[src/rtl/tmv_pkg.sv]
package tmv_pkg;

  localparam int NCH = 3;

  typedef enum logic [1:0] {
    SEL_HOLD   = 2'd0,
    SEL_PAIR   = 2'd1,
    SEL_MEDIAN = 2'd2
  } sel_mode_e;

endpackage

[src/rtl/tmv_agree.sv]
module tmv_agree #(
  parameter int W = 16
) (
  input  logic signed [W-1:0] x,
  input  logic signed [W-1:0] y,
  input  logic        [W-2:0] tol,
  output logic                match
);

  localparam logic [W:0] LIM = {2'b00, {(W-1){1'b1}}};

  logic signed [W:0] diff;
  logic        [W:0] absd;
  logic        [W-2:0] mag;

  always_comb begin
    diff = {x[W-1], x} - {y[W-1], y};
    absd = diff[W] ? (~diff + 1'b1) : diff;
    if (absd > LIM) begin
      mag = LIM[W-2:0];
    end else begin
      mag = absd[W-2:0];
    end
    match = (mag <= tol);
  end

endmodule

[src/rtl/tmv_health.sv]
module tmv_health #(
  parameter int N = 8
) (
  input  logic clk,
  input  logic rst_n,
  input  logic en,
  input  logic condemn,
  input  logic mate_ok,
  output logic excl
);

  localparam int CW = (N > 1) ? $clog2(N) : 1;
  localparam logic [CW-1:0] LAST = CW'(N - 1);

  logic          excl_q, excl_d;
  logic [CW-1:0] cnt_q, cnt_d;

  always_comb begin
    excl_d = excl_q;
    cnt_d  = cnt_q;
    if (en) begin
      if (condemn) begin
        excl_d = 1'b1;
        cnt_d  = '0;
      end else if (excl_q) begin
        if (mate_ok) begin
          if (cnt_q == LAST) begin
            excl_d = 1'b0;
            cnt_d  = '0;
          end else begin
            cnt_d = cnt_q + CW'(1);
          end
        end else begin
          cnt_d = '0;
        end
      end else begin
        cnt_d = '0;
      end
    end
  end

  always_ff @(posedge clk or negedge rst_n) begin
    if (!rst_n) begin
      excl_q <= 1'b0;
      cnt_q  <= '0;
    end else begin
      excl_q <= excl_d;
      cnt_q  <= cnt_d;
    end
  end

  assign excl = excl_q;

endmodule

[src/rtl/tmv_select.sv]
module tmv_select
  import tmv_pkg::*;
#(
  parameter int W = 16
) (
  input  logic signed [W-1:0] val_a,
  input  logic signed [W-1:0] val_b,
  input  logic signed [W-1:0] val_c,
  input  logic        [2:0]   part,
  input  logic signed [W-1:0] held,
  output logic signed [W-1:0] pick,
  output logic                lack
);

  sel_mode_e          mode;
  logic signed [W-1:0] med;
  logic signed [W-1:0] pa, pb;
  logic signed [W:0]   psum;

  always_comb begin
    case ($countones(part))
      3:       mode = SEL_MEDIAN;
      2:       mode = SEL_PAIR;
      default: mode = SEL_HOLD;
    endcase
  end

  always_comb begin
    if (val_a >= val_b) begin
      if (val_b >= val_c)      med = val_b;
      else if (val_a >= val_c) med = val_c;
      else                     med = val_a;
    end else begin
      if (val_a >= val_c)      med = val_a;
      else if (val_b >= val_c) med = val_c;
      else                     med = val_b;
    end
  end

  always_comb begin
    case (part)
      3'b011: begin pa = val_a; pb = val_b; end
      3'b101: begin pa = val_a; pb = val_c; end
      default: begin pa = val_b; pb = val_c; end
    endcase
    psum = {pa[W-1], pa} + {pb[W-1], pb};
  end

  always_comb begin
    case (mode)
      SEL_MEDIAN: pick = med;
      SEL_PAIR:   pick = psum[W:1];
      default:    pick = held;
    endcase
    lack = (mode == SEL_HOLD);
  end

endmodule

[src/rtl/triplex_voter.sv]
module triplex_voter
  import tmv_pkg::*;
#(
  parameter int W       = 16,
  parameter int READMIT = 8
) (
  input  logic                clk,
  input  logic                rst_n,
  input  logic                sample_en,
  input  logic signed [W-1:0] ch_a,
  input  logic signed [W-1:0] ch_b,
  input  logic signed [W-1:0] ch_c,
  input  logic        [2:0]   ch_ok,
  input  logic        [W-2:0] tol,
  output logic signed [W-1:0] voted,
  output logic                no_consensus,
  output logic        [2:0]   ch_fault
);

  logic signed [W-1:0] chv [NCH];
  logic [NCH-1:0] agr;
  logic [NCH-1:0] excl;
  logic [NCH-1:0] condemn;
  logic [NCH-1:0] mate_ok;
  logic [NCH-1:0] active;
  logic [NCH-1:0] part;

  logic signed [W-1:0] pick;
  logic                lack;
  logic signed [W-1:0] voted_q, voted_d;
  logic                nocon_q, nocon_d;

  assign chv[0] = ch_a;
  assign chv[1] = ch_b;
  assign chv[2] = ch_c;

  // pair p compares channel p with channel p+1 (mod 3)
  for (genvar p = 0; p < NCH; p++) begin : g_pair
    tmv_agree #(.W(W)) u_pair (
      .x     (chv[p]),
      .y     (chv[(p + 1) % NCH]),
      .tol   (tol),
      .match (agr[p])
    );
  end

  for (genvar i = 0; i < NCH; i++) begin : g_chan
    localparam int J = (i + 1) % NCH;
    localparam int K = (i + 2) % NCH;

    // agr[J] is the pair of the two peers; agr[i], agr[K] involve channel i
    assign condemn[i] = (&ch_ok) & agr[J] & ~agr[i] & ~agr[K];
    assign mate_ok[i] = ch_ok[i] & ((agr[i] & active[J]) | (agr[K] & active[K]));

    tmv_health #(.N(READMIT)) u_health (
      .clk     (clk),
      .rst_n   (rst_n),
      .en      (sample_en),
      .condemn (condemn[i]),
      .mate_ok (mate_ok[i]),
      .excl    (excl[i])
    );
  end

  assign active = ch_ok & ~excl;
  assign part   = active & ~condemn;

  tmv_select #(.W(W)) u_select (
    .val_a (ch_a),
    .val_b (ch_b),
    .val_c (ch_c),
    .part  (part),
    .held  (voted_q),
    .pick  (pick),
    .lack  (lack)
  );

  always_comb begin
    voted_d = voted_q;
    nocon_d = nocon_q;
    if (sample_en) begin
      voted_d = pick;
      nocon_d = lack;
    end
  end

  always_ff @(posedge clk or negedge rst_n) begin
    if (!rst_n) begin
      voted_q <= '0;
      nocon_q <= 1'b1;
    end else begin
      voted_q <= voted_d;
      nocon_q <= nocon_d;
    end
  end

  assign voted        = voted_q;
  assign no_consensus = nocon_q;
  assign ch_fault     = excl;

endmodule

[config.mk]
export PLATFORM = sky130hd
export DESIGN_NAME = triplex_voter
export DESIGN_NICKNAME = d
export VERILOG_FILES = /design/src/rtl/tmv_pkg.sv /design/src/rtl/tmv_agree.sv /design/src/rtl/tmv_health.sv /design/src/rtl/tmv_select.sv /design/src/rtl/triplex_voter.sv
export SDC_FILE = /design/constraint.sdc
export NUM_CORES = 1
export LEC_CHECK = 0
export BUFFER_PORTS_ARGS = -buffer_cell sky130_fd_sc_hd__buf_2
export CORE_MARGIN = 5
export CORE_UTILIZATION = 65
export DETAILED_ROUTE_END_ITERATION = 8
export PLACE_DENSITY_LB_ADDON = 0.08
export REMOVE_ABC_BUFFERS = 1
export SYNTH_ARGS = -nofsm -noshare
export SYNTH_HDL_FRONTEND = slang
export SYNTH_HIERARCHICAL = 1
export SYNTH_SLANG_ARGS = --single-unit
[constraint.sdc]
create_clock -name clk -period 8.1 [get_ports clk]
set_clock_uncertainty 0.15 [all_clocks]
set_input_delay 1.62 -clock clk [delete_from_list [all_inputs] [get_ports clk]]
set_output_delay 1.62 -clock clk [all_outputs]
set_load 0.02 [all_outputs]
==> run metrics, run 1 <==
Post-Syn Area=9980 µm²; count leader, synth=inv_1; placed cell count=1877; total of warnings raised by yosys=6; CTS Buf Count=5; post-DP HPWL=29600 µm; io pins=89; worst-case clock buffer depth=2; hold buffers post-CTS=0; Post-Synthesis Cells=1300; die width=134 µm; number of synthesized flops with an enable pin=0; Error=[ERROR GRT-0232] Routing congestion too high. Check the congestion heatmap in the GUI.; Worst endpoint type=sequential cell input; Synth Flop Type=dfrtp_1; Synth cell types=101; Core Rows=45; asr flop ratio synth=100%; Synth area leaders=ha_1, dfrtp_1, inv_1; TritonCTS Sinks=29; synth cell count leaders=inv_1, ha_1, nand2_1, a21oi_1, o21ai_0; All-Layer GR Usage=72.1%; Seq/Total Area, Yosys=7.29%; Mapped Avg Cell Area=7.68 µm²; GPL Wtd Cong=1.03; Halt Stage=5_1_grt; Root Driver=clkbuf_16; dpl cell area=12900 µm²; top cell type's share of synthesized area=20.7%; largest net degree at the start of global routing=42; gr ovfl total=52; GRT worst endpoint=voted[10]$_DFFE_PN0P_/D; Synth area leader=ha_1; H-tree levels=2; Buffers on Ports=88; outcome=stopped before the end; register bit total from synthesis=29; Die Y=134 µm; initial core utilization=65.9%
kinds of logic after synthesis:
| group | synth area share [%] |
|---|---|
| AO/OA/AOI/OAI | 27.9 |
| buffers and inverters | 7.95 |
| XOR/XNOR | 6.50 |
| multiplexers | 6.11 |
| flip-flops | 7.29 |
| adder cells (fa/ha/maj) | 21.7 |
| AND/OR/NAND/NOR | 22.5 |
what timing repair did:
action | 4_1_cts
resized for setup | 152
hold endpoints to repair | 0
cloned | 0
pin swaps | 75
buffers inserted | 26
setup endpoints to repair | 16
metal layers:
metal / GRT usage [%] / GRT overflow
met1: 71.8 / 0
met2: 88.7 / 27
met3: 60.1 / 0
met4: 67.8 / 25
met5: 21.9 / 0
stage by stage:
stage          hold WS, ns  setup TNS [ns]  worst slack [ns]
2_1_floorplan        0.360          -22.96             -1.96
3_3_place_gp         0.370          -21.54             -1.88
3_5_place_dp         0.370          -25.69             -2.31
4_1_cts              0.387          -13.21             -1.20
==> run 2, diff against run 1 <==
--- a/config.mk
+++ b/config.mk
@@ -7,9 +7,9 @@
 export LEC_CHECK = 0
 export BUFFER_PORTS_ARGS = -buffer_cell sky130_fd_sc_hd__buf_2
 export CORE_MARGIN = 5
-export CORE_UTILIZATION = 65
+export CORE_UTILIZATION = 40
 export DETAILED_ROUTE_END_ITERATION = 8
-export PLACE_DENSITY_LB_ADDON = 0.08
+export PLACE_DENSITY_LB_ADDON = 0.15
 export REMOVE_ABC_BUFFERS = 1
 export SYNTH_ARGS = -nofsm -noshare
 export SYNTH_HDL_FRONTEND = slang
==> run 2 against run 1 <==
The flow now finishes, with violations (setup timing). Synthesized cell count is the same. Synthesized area did not move.
==> run metrics, run 2 <==
number of remaining DRC errors=0; Most Frequent Cell on Critical Path=o21a_1; Post-Layout Cell Count=2085; asr flop ratio synth=100%; Layout fillers=2210; Slew Limit Fails=0; f_max=108 MHz; commonest non-fill, non-tap cell in the layout=buf_4; Setup TNS Final=-14.48 ns; routed via count=11400; failing checks=setup timing; CTS tree=done; gr ovfl total=0; Synth area leaders=ha_1, dfrtp_1, inv_1; io pins=89; core area=24500 µm²; final-stage net count=1999; Root Driver=clkbuf_16; crit path kind=input pin to flop; largest net degree at the start of global routing=42; Mapped Avg Cell Area=7.68 µm²; Crit path required time=8.13 ns; Antenna Nets Post-Route=0; crit-path max cell delay=0.41 ns; die width=168 µm; vias per cell=5.48; WP data arrival=9.32 ns; most frequent cells in the layout=buf_4, inv_1, ha_1; Post-Synthesis Cells=1300; Leak=7.30 nW; vias in the first global route=11200; Synth area leader=ha_1; TritonCTS Sinks=29; final setup vio count=16; die area=28200 µm²; fraction of layout instances using a drive strength above 1=40.1%; 1st-iter DRT viols=613; max reg flops=16; worst slew pin tran=1.15 ns; Worst-Skew Late Latency=0.29 ns; total of warnings raised by yosys=6; Min-Delay Path Class=flop to flop; Die Y=168 µm; VDD IR max=0.186 mV; GPL Wtd Cong=0.927; Inserted Diodes=0; CTS clk-pin slew, worst paths=0.06 ns; Slowest cell on crit path=fa_2; relative slew slack=23.3%; post-DP HPWL=30800 µm; Synth Flop Type=dfrtp_1; top cell type's share of synthesized area=20.7%; count leader, synth=inv_1; register bit total from synthesis=29; H-tree levels=2; Worst setup SP type=input pin; outcome=finished, violations left; max_cap viols=0; crit-path leading delay family=compound AO/OA/AOI/OAI gates; CP endpoint kind=flop; routed len/inst=18.1 µm; Synth cell types=101; total wire length=37700 µm; CTS Buf Count=5; antenna violations before repair=0; worst-path maximum fanout=5; synth cell count leaders=inv_1, ha_1, nand2_1, a21oi_1, o21ai_0; Buffers on Ports=88; Seq/Total Area, Yosys=7.29%; clock period minus worst slack=9.29 ns; Final Hold Vio Count=0; Post-Syn Area=9980 µm²; All-Layer GR Usage=25.5%; initial core utilization=40.8%; worst-case clock buffer depth=2; first-pass GRT wire length=58400 µm; Pwr Density=187 nW/µm²; Core Rows=57; RSZ-0062 raised after global routing=true; Buf/Inv on CP=6; setup slack after layout=-1.19 ns; DRT Pass-1 Iters=6; number of synthesized flops with an enable pin=0; synth-to-layout area growth=46.6%; hold buffers post-CTS=0; fin crit share=115%; placed cell count=2029
-- run 2: cell counts after synthesis --
Identical to the previous run, type by type.
-- run 2: final cells by class --
class | instances | area (µm²) | share of cell area, %
Multi-Input combinational cell | 1078 | 9200 | 62.9
Clock inverter | 1 | 30.0 | 0.205
Sequential cell | 29 | 727 | 4.97
Inverter | 169 | 637 | 4.35
Tap cell | 324 | 405 | 2.77
Clock buffer | 7 | 143 | 0.975
Timing Repair Buffer | 477 | 3490 | 23.8
-- run 2: repair_timing --
action | in CTS | in global routing
pin swaps | 73 | 25
setup endpoints to repair | 16 | 16
gates resized for setup | 147 | 34
buffers inserted | 47 | 7
-- run 2: logic make-up (layout without fill, tap and decap cells) --
kind of cell,Yosys count,in the layout,share of synthesized area [%]
DFF,29,29,7.29
buffers and inverters,193,654,7.95
xor gates and xnor gates,74,74,6.50
and+or+nand+nor,412,412,22.5
AOI/OAI and AO/OA,371,371,27.9
adders and majority gates,170,170,21.7
muxes,51,51,6.11
-- run 2: power by group --
part           leakage, nW  internal [mW]  switching, mW
Combinational         6.85           1.12           1.13
Clock               0.0841          0.154         0.0807
Sequential           0.365          0.199         0.0527
Total                 7.30           1.47           1.26
-- run 2: worst min-delay path, delay by kind of cell, from the launching register on --
| family | cells | cell delay, ns |
|---|---|---|
| buf+inv | 1 | 0.05 |
| compound gates | 1 | 0.06 |
| flops | 1 | 0.38 |
-- run 2: per-stage QoR --
| stage | hold slack, ns | setup slack [ns] | utilization (%) | total power, mW | instance area (µm²) |
|---|---|---|---|---|---|
| global placement | 0.369 | -2.04 | 54.1 | 2.12 | 13200 |
| detailed placement | 0.369 | -2.19 | 54.1 | 2.13 | 13200 |
| CTS | 0.388 | -1.06 | 58.9 | 2.63 | 14400 |
| finish | 0.383 | -1.19 | 59.8 | 2.73 | 14600 |
| floorplan | 0.360 | -1.96 | - | 1.38 | 9820 |
| global route | 0.408 | -1.53 | 59.8 | 2.93 | 14600 |
-- run 2: metal layers --
layer	vias to the layer above	track usage, %	part of all wire [%]
met5	-	0	0
met3	92	2.67	4.5
met1	5307	32.7	44
li1	5677	-	-
met2	345	44.1	47
met4	0	9.35	4.0
-- run 2: final timing paths --
path,start,end,slack (ns),cells after the start
hold / removal,g_chan[0].u_health/cnt_q[2],g_chan[0].u_health/cnt_q[2],0.38,2
min in group asynchronous,rst_n,voted[3],1.25,1
max in group asynchronous,rst_n,g_chan[1].u_health/cnt_q[0],6.06,1
setup / recovery,ch_a[4],voted[13],-1.19,41
setup reg to reg,g_chan[2].u_health/excl,voted[13],4.11,17
hold reg to reg,g_chan[0].u_health/cnt_q[2],g_chan[0].u_health/cnt_q[2],0.38,2
Power figures use the tool's default switching activity.
==> run 3, diff against run 2 <==
--- a/config.mk
+++ b/config.mk
@@ -8,7 +8,9 @@
 export BUFFER_PORTS_ARGS = -buffer_cell sky130_fd_sc_hd__buf_2
 export CORE_MARGIN = 5
 export CORE_UTILIZATION = 40
+export CTS_CLUSTER_DIAMETER = 100
 export DETAILED_ROUTE_END_ITERATION = 8
+export GPL_TIMING_DRIVEN = 0
 export PLACE_DENSITY_LB_ADDON = 0.15
 export REMOVE_ABC_BUFFERS = 1
 export SYNTH_ARGS = -nofsm -noshare
==> run 3 against run 2 <==
The flow still finishes with violations (setup timing). Routed wire length shrank 8.3%. Maximum frequency shrank 2.8%. First-iteration DRC count grew 4.4%. Die area is the same. Total power shrank 6.9%. Worst hold slack is essentially flat. Via count shrank 9.7%. Critical path depth shrank 1. Combinational power shrank 7%. Cell count shrank 14%. Sequential share of layout area grew 0.61 points. Sequential power is essentially flat. Critical endpoint is now voted[8].
==> run metrics, run 3 (same netlist as run 2, synthesis figures left out) <==
sw power=1.24 mW; final-stage net count=1715; Worst setup SP type=input pin; die width=168 µm; Slowest cell on crit path=o41ai_4; worst-case clock buffer depth=2; outcome=finished, violations left; clock period minus worst slack=9.56 ns; Antenna Nets Post-Route=0; post-DP HPWL=26300 µm; All-Layer GR Usage=23.3%; max reg flops=16; Comb power frac=82.0%; f_max=105 MHz; power share of the sequential group=9.9%; worst hold endpoint=voted[3]; Reg-to-Reg End=voted[8]; commonest non-fill, non-tap cell in the layout=inv_1; 1st-iter DRT viols=640; R2R Setup Slk=3.91 ns; worst min-delay path startpoint=voted[3]; synth-to-layout area growth=30.6%; CP endpoint kind=flop; dpl ws=-4.38 ns; crit path kind=input pin to flop; routed len/inst=19.2 µm; H-tree levels=2; Most Frequent Cell on Critical Path=o21a_1; Critical Path Start=ch_b[4]; worst-path maximum fanout=6; initial core utilization=40.8%; GPL Wtd Cong=0.952; fraction of layout instances using a drive strength above 1=32.4%; CTS tree=done; crit-path max cell delay=0.45 ns; Inserted Diodes=0; io pins=89; Post-Layout Cell Count=1801; routed via count=10300; vias per cell=5.72; Switching Fraction=48.7%; final setup vio count=17; CTS Buf Count=5; cell-internal power=1.30 mW; Root Driver=clkbuf_16; largest net degree at the start of global routing=42; Core Util, Final=53.3%; fin crit share=118%; TritonCTS Sinks=29; clock network power share=8.1%; first-pass GRT wire length=53400 µm; gr ovfl total=0; Core Rows=57; Slew Limit Fails=0; Worst-Skew Late Latency=0.29 ns; CTS clk-pin slew, worst paths=0.06 ns; setup slack after layout=-1.46 ns; max_cap viols=0; vias in the first global route=9846; DRT Pass-1 Iters=5; antenna violations before repair=0; Crit path required time=8.12 ns; number of remaining DRC errors=0; hold_ws=0.383 ns; Pwr Density=195 nW/µm²; R2R cell count=16; die area=28200 µm²; Leak=6.03 nW; RSZ-0062 raised after global routing=true; failing checks=setup timing; FF-to-FF Start=g_chan[2].u_health/excl; total wire length=34600 µm; Layout fillers=2287; placed cell count=1689; Min-Delay Path Class=flop to flop; relative slew slack=30.1%; most frequent cells in the layout=inv_1, ha_1, nand2_1; worst slew pin tran=1.05 ns; Die Y=168 µm; VDD IR max=0.173 mV; WP data arrival=9.58 ns; Final Hold Vio Count=0; hold path depth=1; core area=24500 µm²; Buffers on Ports=88
==> run 3: worst max path at each step <==
stage / endpoint / slack [ns] / cells past startpoint
CTS: voted[14] / -1.33 / 40
floorplan: voted[13] / -1.96 / 38
detailed placement: voted[12] / -4.38 / 37
global placement: voted[13] / -4.28 / 39
finish: voted[8] / -1.46 / 40
global route: voted[14] / -1.74 / 39
==> run 3: metrics by stage <==
stage               total power, mW  TNS [ns]  cell area (µm²)
finish                         2.54    -21.17            13000
global route                   2.73    -25.24            13000
CTS                            2.34    -14.14            12400
detailed placement             1.79    -60.90            10700
global placement               1.77    -59.37            10700
floorplan                      1.38    -22.96             9820
==> run 3: final cells by class <==
cell class / instances / area (µm²) / area share (%)
clock inverters: 1 / 5.00 / 0.0384
multi-input cells: 1079 / 9660 / 74.1
well taps: 324 / 405 / 3.11
repair buffers: 192 / 1440 / 11.1
clock buffers: 7 / 153 / 1.17
inverters: 169 / 637 / 4.89
flip-flops and latches: 29 / 727 / 5.58
==> run 3: routing by layer <==
layer / track usage (%) / vias to the layer above / wire length (µm)
met5: 0 / - / 0
met4: 7.69 / 0 / 1100
met3: 2.37 / 55 / 1280
met2: 39.0 / 263 / 16300
met1: 31.3 / 4864 / 15900
li1: - / 5126 / -
==> run 3: worst max-delay path: cells and delay by family <==
family | cells | cell delay, ns
adder cells (fa/ha/maj) | 3 | 0.96
buffers and inverters | 5 | 0.70
XOR/XNOR | 2 | 0.29
AND/OR/NAND/NOR | 5 | 0.66
AO/OA/AOI/OAI | 23 | 4.69
multiplexers | 2 | 0.62
==> run 3: power by group through the flow <==
stage               registers (mW)  logic (mW)  clock network, mW
floorplan                    0.299        1.08                  0
global placement             0.246        1.53                  0
detailed placement           0.247        1.54                  0
CTS                          0.248        1.88              0.212
global route                 0.261        2.25              0.219
finish                       0.252        2.09              0.206
==> run 3: repair_timing <==
item / 4_1_cts / 5_1_grt
setup endpoints to repair: 17 / 17
pin swaps: 93 / 79
gates resized for setup: 208 / 94
hold buffers: 0 / 0
cloned: 1 / 0
buffers inserted: 78 / 30
==> run 4, diff against run 3 <==
--- a/config.mk
+++ b/config.mk
@@ -11,6 +11,7 @@
 export CTS_CLUSTER_DIAMETER = 100
 export DETAILED_ROUTE_END_ITERATION = 8
 export GPL_TIMING_DRIVEN = 0
+export MAX_ROUTING_LAYER = met4
 export PLACE_DENSITY_LB_ADDON = 0.15
 export REMOVE_ABC_BUFFERS = 1
 export SYNTH_ARGS = -nofsm -noshare
==> run 4 against run 3 <==
The flow still finishes with violations (setup timing). Sequential share of layout area up 0.20 points. Final area down 3.4%. Combinational power down 3%. Sequential power about the same. Critical path depth unchanged. Critical path type unchanged. Non-clock buffer count down 11. Sequential cell count unchanged. Highest routed layer unchanged. Maximum frequency up 0.20%.
==> run metrics, run 4 (same netlist as run 2, synthesis figures left out) <==
Worst setup SP type=input pin; Worst-Skew Late Latency=0.28 ns; clock period minus worst slack=9.54 ns; CTS clk-pin slew, worst paths=0.06 ns; H-tree levels=2; met2 wire length=16300 µm; Reg-to-Reg End=voted[8]; GPL Wtd Cong=0.923; Inserted Diodes=0; outcome=finished, violations left; Antenna Nets Post-Route=0; All-Layer GR Usage=24.2%; antenna violations before repair=0; worst-path maximum fanout=7; largest net degree at the start of global routing=42; routed len/inst=19.5 µm; fraction of layout instances using a drive strength above 1=30.1%; final-stage net count=1704; Buffers on Ports=88; Root Driver=clkbuf_16; Max Used Layer=met4; CTS tree=done; synth-to-layout area growth=26.1%; Min-Delay Path Class=flop to flop; fin crit share=118%; max_cap viols=0; final setup vio count=16; routed via count=10300; met1 WL=16200 µm; setup slack after layout=-1.44 ns; worst slew pin tran=1.13 ns; Die Y=168 µm; VDD IR max=0.152 mV; vias per cell=5.76; hold buffers post-CTS=0; Most Frequent Cell on Critical Path=o21a_1; number of remaining DRC errors=0; die width=168 µm; worst-case clock buffer depth=2; CP endpoint kind=flop; Crit path required time=8.12 ns; Core Util, Final=51.4%; FF-to-FF Start=g_chan[2].u_health/excl; Slowest cell on crit path=o41ai_4; core area=24500 µm²; crit-path max cell delay=0.46 ns; crit path kind=input pin to flop; initial core utilization=40.8%; first-pass GRT wire length=53900 µm; R2R Setup Slk=3.95 ns; R2R cell count=16; die area=28200 µm²; Pwr Density=197 nW/µm²; CTS Buf Count=5; commonest non-fill, non-tap cell in the layout=inv_1; gr ovfl total=0; Leak=5.87 nW; relative slew slack=24.6%; failing checks=setup timing; dpl ws=-4.35 ns; worst setup path endpoint=voted[8]; io pins=89; total wire length=35000 µm; Critical Path Start=ch_a[2]; Final Hold Vio Count=0; RSZ-0062 raised after global routing=true; 1st-iter DRT viols=725; f_max=105 MHz; WP data arrival=9.56 ns; met3 wire len=1410 µm; max reg flops=16; Slew Limit Fails=0; most frequent cells in the layout=inv_1, ha_1, nand2_1; TritonCTS Sinks=29; post-DP HPWL=26600 µm; Core Rows=57; vias in the first global route=9957; DRT Pass-1 Iters=5
-- run 4: report_power, final --
part           internal, mW  switching [mW]  leakage [nW]
Sequential            0.199          0.0521         0.365
Combinational         0.932            1.09          5.44
Clock                 0.123          0.0735        0.0712
-- run 4: per-layer routing --
metal / GRT usage, % / vias to the layer above
met5: - / -
met4: 6.56 / 0
met3: 2.42 / 62
met2: 39.2 / 285
met1: 32.3 / 4857
li1: - / 5111
-- run 4: cell type report --
type	count	area [µm²]
Clock buffer	8	146
Fill cell	2394	11900
Inverter	169	642
Multi-Input combinational cell	1079	9370
Sequential cell	29	727
Tap cell	324	405
Timing Repair Buffer	181	1290
-- run 4: worst min-delay path by stage --
stage	start	end	slack [ns]	depth (start not counted)
after floorplan	g_chan[0].u_health/cnt_q[2]	g_chan[0].u_health/cnt_q[2]	0.36	2
after global placement	voted[5]	voted[5]	0.37	1
after detailed placement	voted[1]	voted[1]	0.37	1
after CTS	voted[9]	voted[9]	0.39	1
after global routing	voted[7]	voted[7]	0.41	1
final	g_chan[0].u_health/cnt_q[2]	g_chan[0].u_health/cnt_q[2]	0.39	2
-- run 4: what timing repair did --
action                                 4_1_cts  5_1_grt
cloned                                       1        0
pin swaps                                   77       53
setup buffers                               70       23
endpoints found under the hold margin        0        0
setup endpoints to repair                   17       17
resized for setup                          178       57
-- run 4: stage by stage --
stage          hold slack [ns]  std cells  power (mW)  TNS [ns]  area (µm²)
2_1_floorplan            0.360       1276        1.38    -22.96        9820
3_3_place_gp             0.372       1688        1.79    -60.57       10700
3_5_place_dp             0.373       1689        1.80    -62.98       10700
4_1_cts                  0.387       1768        2.31    -15.65       12200
5_1_grt                  0.408       1790        2.66    -22.00       12600
6_report                 0.386       1790        2.47    -16.96       12600
-- run 4: worst max-delay path, delay by kind of cell --
family / cells / cell delay [ns]
fa+ha+maj: 3 / 1.04
buf+inv: 5 / 0.71
compound gates: 21 / 4.26
mux: 2 / 0.61
xor+xnor: 2 / 0.34
simple gates: 7 / 0.96
